**src/rtl/conv_seq_pkg.sv**
```systemverilog
package conv_seq_pkg;

  typedef enum logic [2:0] {
    ST_IDLE,
    ST_PREP,
    ST_START,
    ST_WLO,
    ST_WHI,
    ST_RDHI,
    ST_RDLO
  } seqState_t;

  typedef enum logic [1:0] {
    CNT_SETUP,
    CNT_LOW,
    CNT_READ
  } cntSel_t;

  typedef struct packed {
    logic    csAssert;
    logic    csRelease;
    logic    rcDrop;
    logic    rcRaise;
    logic    hbeSet;
    logic    hbeClr;
    logic    cntLoad;
    cntSel_t cntSel;
    logic    tmoClear;
    logic    capHigh;
    logic    capLow;
    logic    capWord;
    logic    resultStb;
    logic    timeoutStb;
  } seqStrobe_t;

  function automatic int nsToCycles(input int ns, input int clkNs);
    int c;
    c = (ns + clkNs - 1) / clkNs;
    return (c < 1) ? 1 : c;
  endfunction

endpackage

```
**src/rtl/conv_seq_ctrl.sv**
```systemverilog
module conv_seq_ctrl
  import conv_seq_pkg::*;
(
  input  logic       clk,
  input  logic       rstN,
  input  logic       reqValid,
  input  logic       reqPosPulse,
  input  logic       reqByteMode,
  output logic       reqReady,
  input  logic       busyN,
  input  logic       cntDone,
  input  logic       tmoHit,
  output seqStrobe_t stb
);

  seqState_t state, nxt;
  logic      posQ;
  logic      byteQ;

  always_ff @(posedge clk) begin
    if (!rstN) begin
      state <= ST_IDLE;
      posQ  <= 1'b0;
      byteQ <= 1'b0;
    end else begin
      state <= nxt;
      if (state == ST_IDLE && reqValid) begin
        posQ  <= reqPosPulse;
        byteQ <= reqByteMode;
      end
    end
  end

  assign reqReady = (state == ST_IDLE);

  always_comb begin
    nxt = state;
    stb = '0;
    stb.cntSel = CNT_SETUP;
    unique case (state)
      ST_IDLE: begin
        if (reqValid) begin
          stb.csAssert = 1'b1;
          stb.rcRaise  = 1'b1;
          stb.cntLoad  = 1'b1;
          if (reqPosPulse) begin
            stb.cntSel = CNT_READ;
            if (reqByteMode) begin
              stb.hbeSet = 1'b1;
              nxt = ST_RDHI;
            end else begin
              stb.hbeClr = 1'b1;
              nxt = ST_RDLO;
            end
          end else begin
            stb.cntSel = CNT_SETUP;
            stb.hbeClr = 1'b1;
            nxt = ST_PREP;
          end
        end
      end
      ST_PREP: begin
        if (cntDone && busyN) begin
          stb.rcDrop   = 1'b1;
          stb.cntLoad  = 1'b1;
          stb.cntSel   = CNT_LOW;
          stb.tmoClear = 1'b1;
          nxt = ST_START;
        end
      end
      ST_START: begin
        if (cntDone) begin
          if (!posQ) stb.rcRaise = 1'b1;
          nxt = ST_WLO;
        end
      end
      ST_WLO: begin
        if (tmoHit) begin
          stb.csRelease  = 1'b1;
          stb.timeoutStb = 1'b1;
          nxt = ST_IDLE;
        end else if (!busyN) begin
          nxt = ST_WHI;
        end
      end
      ST_WHI: begin
        if (busyN) begin
          if (posQ) begin
            stb.csRelease = 1'b1;
            nxt = ST_IDLE;
          end else begin
            stb.cntLoad = 1'b1;
            stb.cntSel  = CNT_READ;
            if (byteQ) begin
              stb.hbeSet = 1'b1;
              nxt = ST_RDHI;
            end else begin
              nxt = ST_RDLO;
            end
          end
        end else if (tmoHit) begin
          stb.csRelease  = 1'b1;
          stb.timeoutStb = 1'b1;
          nxt = ST_IDLE;
        end
      end
      ST_RDHI: begin
        stb.cntSel = CNT_READ;
        if (!busyN) begin
          stb.cntLoad = 1'b1;
        end else if (cntDone) begin
          stb.capHigh = 1'b1;
          stb.hbeClr  = 1'b1;
          stb.cntLoad = 1'b1;
          nxt = ST_RDLO;
        end
      end
      ST_RDLO: begin
        stb.cntSel = CNT_READ;
        if (!busyN) begin
          stb.cntLoad = 1'b1;
        end else if (cntDone) begin
          stb.capLow    = byteQ;
          stb.capWord   = !byteQ;
          stb.resultStb = 1'b1;
          if (posQ) begin
            stb.cntLoad = 1'b1;
            stb.cntSel  = CNT_SETUP;
            nxt = ST_PREP;
          end else begin
            stb.csRelease = 1'b1;
            nxt = ST_IDLE;
          end
        end
      end
      default: nxt = ST_IDLE;
    endcase
  end

endmodule

```
**src/rtl/conv_seq_dp.sv**
```systemverilog
module conv_seq_dp
  import conv_seq_pkg::*;
#(
  parameter int DATA_W    = 12,
  parameter int BUS_W     = 8,
  parameter int TMO_W     = 16,
  parameter int SETUP_CYC = 3,
  parameter int LOW_CYC   = 4,
  parameter int READ_CYC  = 2
) (
  input  logic              clk,
  input  logic              rstN,
  input  seqStrobe_t        stb,
  input  logic [TMO_W-1:0]  tmoLimit,
  input  logic [DATA_W-1:0] adcData,
  output logic              cntDone,
  output logic              tmoHit,
  output logic              adcCsN,
  output logic              adcRc,
  output logic              adcHbe,
  output logic              resValid,
  output logic [DATA_W-1:0] resData,
  output logic              tmoErr
);

  localparam int HI_W  = DATA_W - BUS_W;
  localparam int MAXC0 = (SETUP_CYC > LOW_CYC) ? SETUP_CYC : LOW_CYC;
  localparam int MAXC  = (MAXC0 > READ_CYC) ? MAXC0 : READ_CYC;
  localparam int CNT_W = (MAXC < 2) ? 1 : $clog2(MAXC);

  logic [CNT_W-1:0]  cnt;
  logic [CNT_W-1:0]  loadVal;
  logic [TMO_W-1:0]  tmoCnt;
  logic [DATA_W-1:0] byteWord;

  always_comb begin
    unique case (stb.cntSel)
      CNT_LOW:  loadVal = CNT_W'(LOW_CYC - 1);
      CNT_READ: loadVal = CNT_W'(READ_CYC - 1);
      default:  loadVal = CNT_W'(SETUP_CYC - 1);
    endcase
  end

  always_ff @(posedge clk) begin
    if (!rstN) begin
      cnt <= '0;
    end else if (stb.cntLoad) begin
      cnt <= loadVal;
    end else if (cnt != '0) begin
      cnt <= cnt - 1'b1;
    end
  end

  assign cntDone = (cnt == '0);

  always_ff @(posedge clk) begin
    if (!rstN) begin
      tmoCnt <= '0;
    end else if (stb.tmoClear) begin
      tmoCnt <= '0;
    end else if (tmoCnt != '1) begin
      tmoCnt <= tmoCnt + 1'b1;
    end
  end

  assign tmoHit = (tmoCnt >= tmoLimit);

  always_ff @(posedge clk) begin
    if (!rstN) begin
      adcCsN <= 1'b1;
      adcRc  <= 1'b1;
      adcHbe <= 1'b0;
    end else begin
      if (stb.csAssert)       adcCsN <= 1'b0;
      else if (stb.csRelease) adcCsN <= 1'b1;
      if (stb.rcDrop)         adcRc  <= 1'b0;
      else if (stb.rcRaise)   adcRc  <= 1'b1;
      if (stb.hbeSet)         adcHbe <= 1'b1;
      else if (stb.hbeClr)    adcHbe <= 1'b0;
    end
  end

  generate
    if (HI_W > 0) begin : g_split
      logic [HI_W-1:0] hiNib;
      always_ff @(posedge clk) begin
        if (!rstN) hiNib <= '0;
        else if (stb.capHigh) hiNib <= adcData[HI_W-1:0];
      end
      assign byteWord = {hiNib, adcData[BUS_W-1:0]};
    end else begin : g_whole
      assign byteWord = adcData;
    end
  endgenerate

  always_ff @(posedge clk) begin
    if (!rstN) begin
      resData  <= '0;
      resValid <= 1'b0;
      tmoErr   <= 1'b0;
    end else begin
      if (stb.capWord)     resData <= adcData;
      else if (stb.capLow) resData <= byteWord;
      resValid <= stb.resultStb;
      tmoErr   <= stb.timeoutStb;
    end
  end

endmodule

```
**src/rtl/conv_seq.sv**
```systemverilog
module conv_seq
  import conv_seq_pkg::*;
#(
  parameter int DATA_W    = 12,
  parameter int BUS_W     = 8,
  parameter int TMO_W     = 16,
  parameter int CLK_NS    = 10,
  parameter int SETUP_NS  = 25,
  parameter int LOW_NS    = 40,
  parameter int ACCESS_NS = 15
) (
  input  logic              clk,
  input  logic              rstN,
  input  logic              reqValid,
  input  logic              reqPosPulse,
  input  logic              reqByteMode,
  output logic              reqReady,
  input  logic [TMO_W-1:0]  tmoLimit,
  output logic              resValid,
  output logic [DATA_W-1:0] resData,
  output logic              tmoErr,
  output logic              adcCsN,
  output logic              adcRc,
  output logic              adcHbe,
  input  logic              adcBusyN,
  input  logic [DATA_W-1:0] adcData
);

  localparam int SETUP_CYC = nsToCycles(SETUP_NS, CLK_NS);
  localparam int LOW_CYC   = nsToCycles(LOW_NS, CLK_NS);
  localparam int READ_CYC  = nsToCycles(ACCESS_NS, CLK_NS);

  seqStrobe_t stb;
  logic       cntDone;
  logic       tmoHit;

  conv_seq_ctrl u_ctrl (
    .clk        (clk),
    .rstN       (rstN),
    .reqValid   (reqValid),
    .reqPosPulse(reqPosPulse),
    .reqByteMode(reqByteMode),
    .reqReady   (reqReady),
    .busyN      (adcBusyN),
    .cntDone    (cntDone),
    .tmoHit     (tmoHit),
    .stb        (stb)
  );

  conv_seq_dp #(
    .DATA_W   (DATA_W),
    .BUS_W    (BUS_W),
    .TMO_W    (TMO_W),
    .SETUP_CYC(SETUP_CYC),
    .LOW_CYC  (LOW_CYC),
    .READ_CYC (READ_CYC)
  ) u_dp (
    .clk     (clk),
    .rstN    (rstN),
    .stb     (stb),
    .tmoLimit(tmoLimit),
    .adcData (adcData),
    .cntDone (cntDone),
    .tmoHit  (tmoHit),
    .adcCsN  (adcCsN),
    .adcRc   (adcRc),
    .adcHbe  (adcHbe),
    .resValid(resValid),
    .resData (resData),
    .tmoErr  (tmoErr)
  );

endmodule

```
**config.mk**
```make
export PLATFORM = sky130hd
export DESIGN_NAME = conv_seq
export DESIGN_NICKNAME = d
export VERILOG_FILES = /design/src/rtl/conv_seq_pkg.sv /design/src/rtl/conv_seq_ctrl.sv /design/src/rtl/conv_seq_dp.sv /design/src/rtl/conv_seq.sv
export SDC_FILE = /design/constraint.sdc
export NUM_CORES = 1
export LEC_CHECK = 0
export ABC_AREA = 1
export BUFFER_PORTS_ARGS = -buffer_cell sky130_fd_sc_hd__buf_2
export CAP_MARGIN = 20
export CORE_ASPECT_RATIO = 0.75
export CORE_MARGIN = 2
export CORE_UTILIZATION = 25
export CTS_CLUSTER_DIAMETER = 50
export CTS_CLUSTER_SIZE = 12
export DETAILED_ROUTE_END_ITERATION = 8
export GPL_TIMING_DRIVEN = 0
export MAX_ROUTING_LAYER = met4
export PLACE_DENSITY_LB_ADDON = 0.15
export SLEW_MARGIN = 30
export SYNTH_ARGS = -nofsm -noshare
export SYNTH_HDL_FRONTEND = slang
export SYNTH_SLANG_ARGS = --single-unit
```
**constraint.sdc**
```tcl
create_clock -name clk -period 4.8 [get_ports clk]
set_input_delay 0 -clock clk [delete_from_list [all_inputs] [get_ports clk]]
set_output_delay 0 -clock clk [all_outputs]
set_load 0.03 [all_outputs]
```
==> impl_metrics.yaml, run 1 <==
power_and_ir_drop:
  power.switching_uw: 453
  internal-power_uw: 793
  clockPowerShare: 0.326
  power_uw: 1250
  power.density_mw_per_mm2: 373
  power.leakage_uw: 0.00164
  p_sw_frac: 0.363
  power_frac_seq: 0.354
  pwr-share-comb: 0.320
  ir_drop_v: 0.000135
global_route:
  track_usage: 0.134
  antenna_found_initial: 0
  grt_pass1_vias: 2367
  grt_pass1_wl_um: 11600
  grt_max_degree: 16
  overflow: 0
drt:
  viasPerCell: 4.35
  avgRoutedWirePerCell_um: 11.8
  drt_first_iter_violations: 95
  firstDrtPassIters: 4
  drc: 0
  drt_wl_total_um: 6790
  drt.antenna.violating_nets: 0
  num_vias: 2495
floorplan:
  die_h_um: 92.6
  die_w_um: 122
  die-area_mm2: 0.0113
  io_pins: 52
  fp-row-count: 32
  start_util: 0.255
  core_mm2: 0.0102
clock_network:
  clk_path_buf_depth: 2
  cts_setup_buffers: 0
  holdBufCountCts: 13
  htree_levels: 2
  clkLatencyLatePin_ps: 290
  cts_tree: "done"
  clk_pin_slew_ps: 60
  post_cts.resized_instances: 0
  cts-root-buf: "clkbuf_16"
  cts_buffers: 5
  clock_sinks: 44
hold_path:
  hp-class: "in2reg"
  hp-start: "reqPosPulse"
sta:
  tns_ps: 0
  finalClockSkew_ps: 8.95
  fmax_ghz: 0.511
  setup_viol: 0
  slew_headroom: 0.716
  worstMarginPinSlew_ps: 423
  fin_ws_ps: 2840
  fin_crit_ps: 1960
  finalHoldViolCount: 0
  rsz0062_at_grt: "false"
  min_period_over_period: 0.407
  slew_violations: 0
  whs_ps: 38.2
yosys:
  ys_seq_area_frac: 0.337
  yosysUniqueCellTypes: 35
  synth_top_area_share: 0.337
  synth_area_leaders: "dfxtp_1 (34%), nand2_1 (9.5%), ha_1 (9.1%)"
  synthCells: 367
  synth_nets: 420
  ys_ff_latch: 44
  synth_top_area_cell: "dfxtp_1"
  syn_area_per_cell_um2: 7.13
  yosys_warnings: 0
  syn_area_mm2: 0.00262
setup_path:
  reg2reg_from: "u_dp.tmoCnt[15]"
  cp-startpoint: "u_dp.tmoCnt[15]"
  path_delay_family: "simple AND/OR/NAND/NOR gates"
  cp_slowest_cell: "dfxtp_1"
  critPathRequiredTime_ps: 4990
  start_kind: "flop"
  critPathKind: "reg2reg"
  crit_top_cell: "nand2_1"
  path_cells: "ha_1 > nand2_1 > o21ai_0 > a21oi_1 > nand3_1 > nand4_2 > nand2_1 > nand2_1 > nor2_2"
  cp-end-kind: "flop"
  cp_slowest_stage_delay_ps: 400
  path_max_fanout: 5
  cp.arrival_ps: 2140
  cp_num_buf_inv: 0
cells_and_area:
  multi_input_area_mm2: 0.00149
  drive_gt1_frac: 0.235
  nets: 490
  n_antenna_cell: 0
  nFillCells: 1146
  seq_area_um2: 881
  area_growth_pct: 27.6
  fin_cells: 574
status:
  run_status: "complete, no violations"
placed_design:
  finalWeightedCongestion: 0.911
  place_hpwl_um: 5210
  port-buffer-count: 50
  pre_cts_ws_ps: 2850
  dp_cells: 553
job:
  cap_violations: 0
## worst register-to-register path, delay by kind of cell (launching register included)
family                   cells  cell delay, ps
AND/OR/NAND/NOR              6             680
adder cells (fa/ha/maj)      1             270
flip-flops                   1             400
AO/OA/AOI/OAI                2             510
## routing by layer
metal / share of wire / global-route usage / vias up
li1: - / - / 1334
met1: 0.55 / 0.196 / 1103
met2: 0.39 / 0.177 / 47
met3: 0.045 / 0.0302 / 11
met4: 0.019 / 0.0479 / 0
met5: 0 / - / -
## kinds of logic after synthesis
| logic type | Yosys count | share of synthesized area |
|---|---|---|
| AO/OA/AOI/OAI | 65 | 0.135 |
| XOR/XNOR | 9 | 0.0330 |
| adder cells (fa/ha/maj) | 19 | 0.0909 |
| buffers and inverters | 61 | 0.0933 |
| flip-flops | 44 | 0.337 |
| AND/OR/NAND/NOR | 169 | 0.311 |
## cell type report
cell class,count,share of cell area
clock buffer,5,0.0375
buffer,5,0.00899
multi-input combinational,262,0.447
timing repair buffer,63,0.114
sequential,44,0.264
clock inverter,3,0.0142
tap,136,0.0510
inverter,56,0.0641
## cells in the mapped netlist (all sizes together)
cell type	n
nand4	7
a211oi	3
o211ai	2
xnor2	5
xor2	4
nor3	8
and2	1
nand3	16
buf	4
nor4	3
inv	55
dfxtp	44
clkbuf	1
clkinv	1
a21oi	21
ha	19
nor2	60
nand2	72
a31oi	9
o21ai	30
or2	2
## state kept, by name, summed over array words and instances (netlist names)
signal / flops
u_dp.tmoCnt: 16
u_dp.resData: 12
u_dp.g_split.hiNib: 4
u_ctrl.state: 3
u_dp.cnt: 2
u_ctrl.byteQ: 1
u_ctrl.posQ: 1
u_dp.adcCsN: 1
u_dp.adcHbe: 1
u_dp.adcRc: 1
u_dp.resValid: 1
u_dp.tmoErr: 1
## cell usage in the layout, fill, tap and decap left out, types with 10 or more instances in the layout
cell / Yosys / layout
o21ai_1: 13 / 13
dfxtp_1: 44 / 44
ha_1: 19 / 19
buf_2: 3 / 53
nand3_1: 14 / 14
o21ai_0: 17 / 17
nand2_1: 66 / 66
a21oi_1: 20 / 20
nor2_1: 50 / 50
inv_1: 44 / 44
inv_2: 10 / 10
dlygate4sd3_1: 0 / 13
## power groups by stage
stage,Clock [uW],Sequential (uW),Combinational [uW]
2_1_floorplan,0,461,281
3_3_place_gp,0,449,394
5_1_grt,438,447,457
4_1_cts,422,441,402
6_report,406,441,399
3_5_place_dp,0,449,392
## metrics by stage
step	instance area, um^2	util
after floorplan	2620	-
after global placement	3040	0.296
after detailed placement	3040	0.296
after CTS	3340	0.326
after global routing	3340	0.326
final	3340	0.326
## worst paths after layout
path	endpoint	slack, ps	cells past startpoint
min reg2reg	u_dp.resData[11]	480	2
max	u_ctrl.state[1]	2840	9
min	u_ctrl.posQ	40	3
max reg2reg	u_ctrl.state[1]	2840	9
No activity file was read; power rests on OpenSTA's default activity.
==> run 2: changes to the inputs <==
==> constraint.sdc (replaced) <==
create_clock -name clk -period 1.9 [get_ports clk]
set_input_delay 0 -clock clk [delete_from_list [all_inputs] [get_ports clk]]
set_output_delay 0 -clock clk [all_outputs]
set_load 0.03 [all_outputs]
==> run 2 against run 1 <==
  * Die area stayed put
  * Sequential cell count unchanged
  * Setup slack worse by 2700 ps
  * Critical path depth did not move
  * First-iteration DRC count increased by 12%
  * Via count grew 0.56%
  * Clock-buffer cell count unchanged
  * Sequential share of layout area fell by 0.37 points
  * Critical path type unchanged
  * Largest power group unchanged
==> impl_metrics.yaml, run 2 (synthesis results as in run 1) <==
sta:
  whs_ps: 38.9
  finalHoldViolCount: 0
  setup_viol: 0
  worstMarginPinSlew_ps: 420
  min_period_over_period: 0.941
  slew_violations: 0
  rsz0062_at_grt: "false"
  fin_crit_ps: 1790
  fmax_ghz: 0.559
  finalClockSkew_ps: 9.20
  slew_headroom: 0.720
setup_path:
  reg2reg_from: "u_dp.tmoCnt[11]"
  path_max_fanout: 5
  critPathKind: "reg2reg"
  cp-end-kind: "flop"
  r2r_cells: 9
  cp.arrival_ps: 1980
  r2r_slack_ps: 110
  start_kind: "flop"
  regToRegEndpoint: "u_ctrl.state[2]"
  critPathRequiredTime_ps: 2090
clock_network:
  clock_sinks: 44
  cts_tree: "done"
  cts_setup_buffers: 0
  cts-root-buf: "clkbuf_16"
  clk_path_buf_depth: 2
  htree_levels: 2
  clk_pin_slew_ps: 60
  clkLatencyLatePin_ps: 300
  cts_buffers: 5
drt:
  avgRoutedWirePerCell_um: 12.1
  firstDrtPassIters: 4
  num_vias: 2509
  drt_wl_total_um: 6930
  drt_first_iter_violations: 106
  viasPerCell: 4.37
  drt.antenna.violating_nets: 0
  drc: 0
cells_and_area:
  regMostFlops: "u_dp.tmoCnt"
  fin_cells: 574
  final_cell_area_mm2: 0.00342
  drive_gt1_frac: 0.269
  area_growth_pct: 30.6
  final_core_util: 0.333
  nets: 490
  multi_input_area_mm2: 0.00156
  mostFrequentLayoutCells: "nand2_1 (65), buf_2 (52), nor2_1 (47), inv_1 (44), dfxtp_1 (38)"
  largest_reg_flops: 16
  n_antenna_cell: 0
  reg_top3: "u_dp.tmoCnt x16, u_dp.resData x12, u_dp.g_split.hiNib x4"
  nFillCells: 1139
  layout_commonest_cell: "nand2_1"
  seq_area_um2: 888
hold_path:
  hold_path_depth: 3
  hp-class: "in2reg"
  hp-start: "reqPosPulse"
  hold_end: "u_ctrl.posQ"
floorplan:
  die_w_um: 122
  io_pins: 52
  die_h_um: 92.6
  fp-row-count: 32
  core_mm2: 0.0102
  start_util: 0.255
  die-area_mm2: 0.0113
power_and_ir_drop:
  power.density_mw_per_mm2: 949
  power.leakage_uw: 0.00166
  power_uw: 3240
  ir_drop_v: 0.000330
status:
  run_status: "complete, no violations"
placed_design:
  place_hpwl_um: 5210
  port-buffer-count: 50
  place_area_mm2: 0.00304
  finalWeightedCongestion: 0.911
  dp_cells: 553
global_route:
  antenna_found_initial: 0
  overflow: 0
  grt_max_degree: 16
  track_usage: 0.134
  grt_pass1_vias: 2364
  grt_pass1_wl_um: 11500
job:
  cap_violations: 0
run 2: cell count changes in the layout (fill, tap and decap cells not counted), sizes merged:
| cell | before | now |
|---|---|---|
| buf | 54 | 53 |
| clkbuf | 6 | 7 |
run 2: stage by stage:
step | TNS, ps | setup WS, ps
after floorplan | 0 | 48.2
after global placement | -14.9 | -10.4
after detailed placement | -90.5 | -45.3
after CTS | 0 | 7.30
after global routing | 0 | 4.17
final | 0 | 113
run 2: cell type report:
cell class                      instances  area share
Timing Repair Buffer                   63       0.111
Inverter                               56      0.0626
Buffer                                  5     0.00952
Tap cell                              136      0.0498
Clock buffer                            5      0.0366
Multi-Input combinational cell        262       0.456
Sequential cell                        44       0.260
Clock inverter                          3      0.0139
run 2: worst max-delay path by stage:
| stage | depth (start not counted) | to | slack [ps] | start |
|---|---|---|---|---|
| 3_5_place_dp | 9 | u_ctrl.state[2] | -50 | u_dp.tmoCnt[15] |
| 2_1_floorplan | 7 | u_dp.cnt[0] | 50 | u_ctrl.state[0] |
| 6_report | 9 | u_ctrl.state[2] | 110 | u_dp.tmoCnt[11] |
| 5_1_grt | 13 | u_dp.adcCsN | 4 | u_dp.tmoCnt[7] |
| 4_1_cts | 13 | u_ctrl.state[2] | 7 | u_dp.tmoCnt[0] |
| 3_3_place_gp | 9 | u_ctrl.state[1] | -10 | u_dp.tmoCnt[13] |
run 2: per-layer routing:
layer	wire length, um	up-vias	track usage
met5	0	-	-
met4	127	0	0.0479
met3	321	12	0.0302
met2	2710	51	0.177
met1	3770	1113	0.196
li1	-	1333	-
run 2: where the power goes:
part           leakage, uW  switching (uW)  internal, uW
registers         0.000360             109          1020
clock network    0.0000840             399           625
logic              0.00121             691           399
run 2: what timing repair did:
action,4_1_cts,5_1_grt
setup endpoints to repair,2,11
pin swaps,0,1
hold endpoints to repair,16,0
hold buffers,13,0
gates resized for setup,1,21
run 2: worst max-delay path: stages (launching register included):
cell and delay (ps):
dfxtp_1 400, ha_1 270, a21oi_1 140, o21ai_0 120
a21oi_2 280, nand3_2 160, nand4_4 150, nand2_1 60
nand2_1 70, nor2_2 30
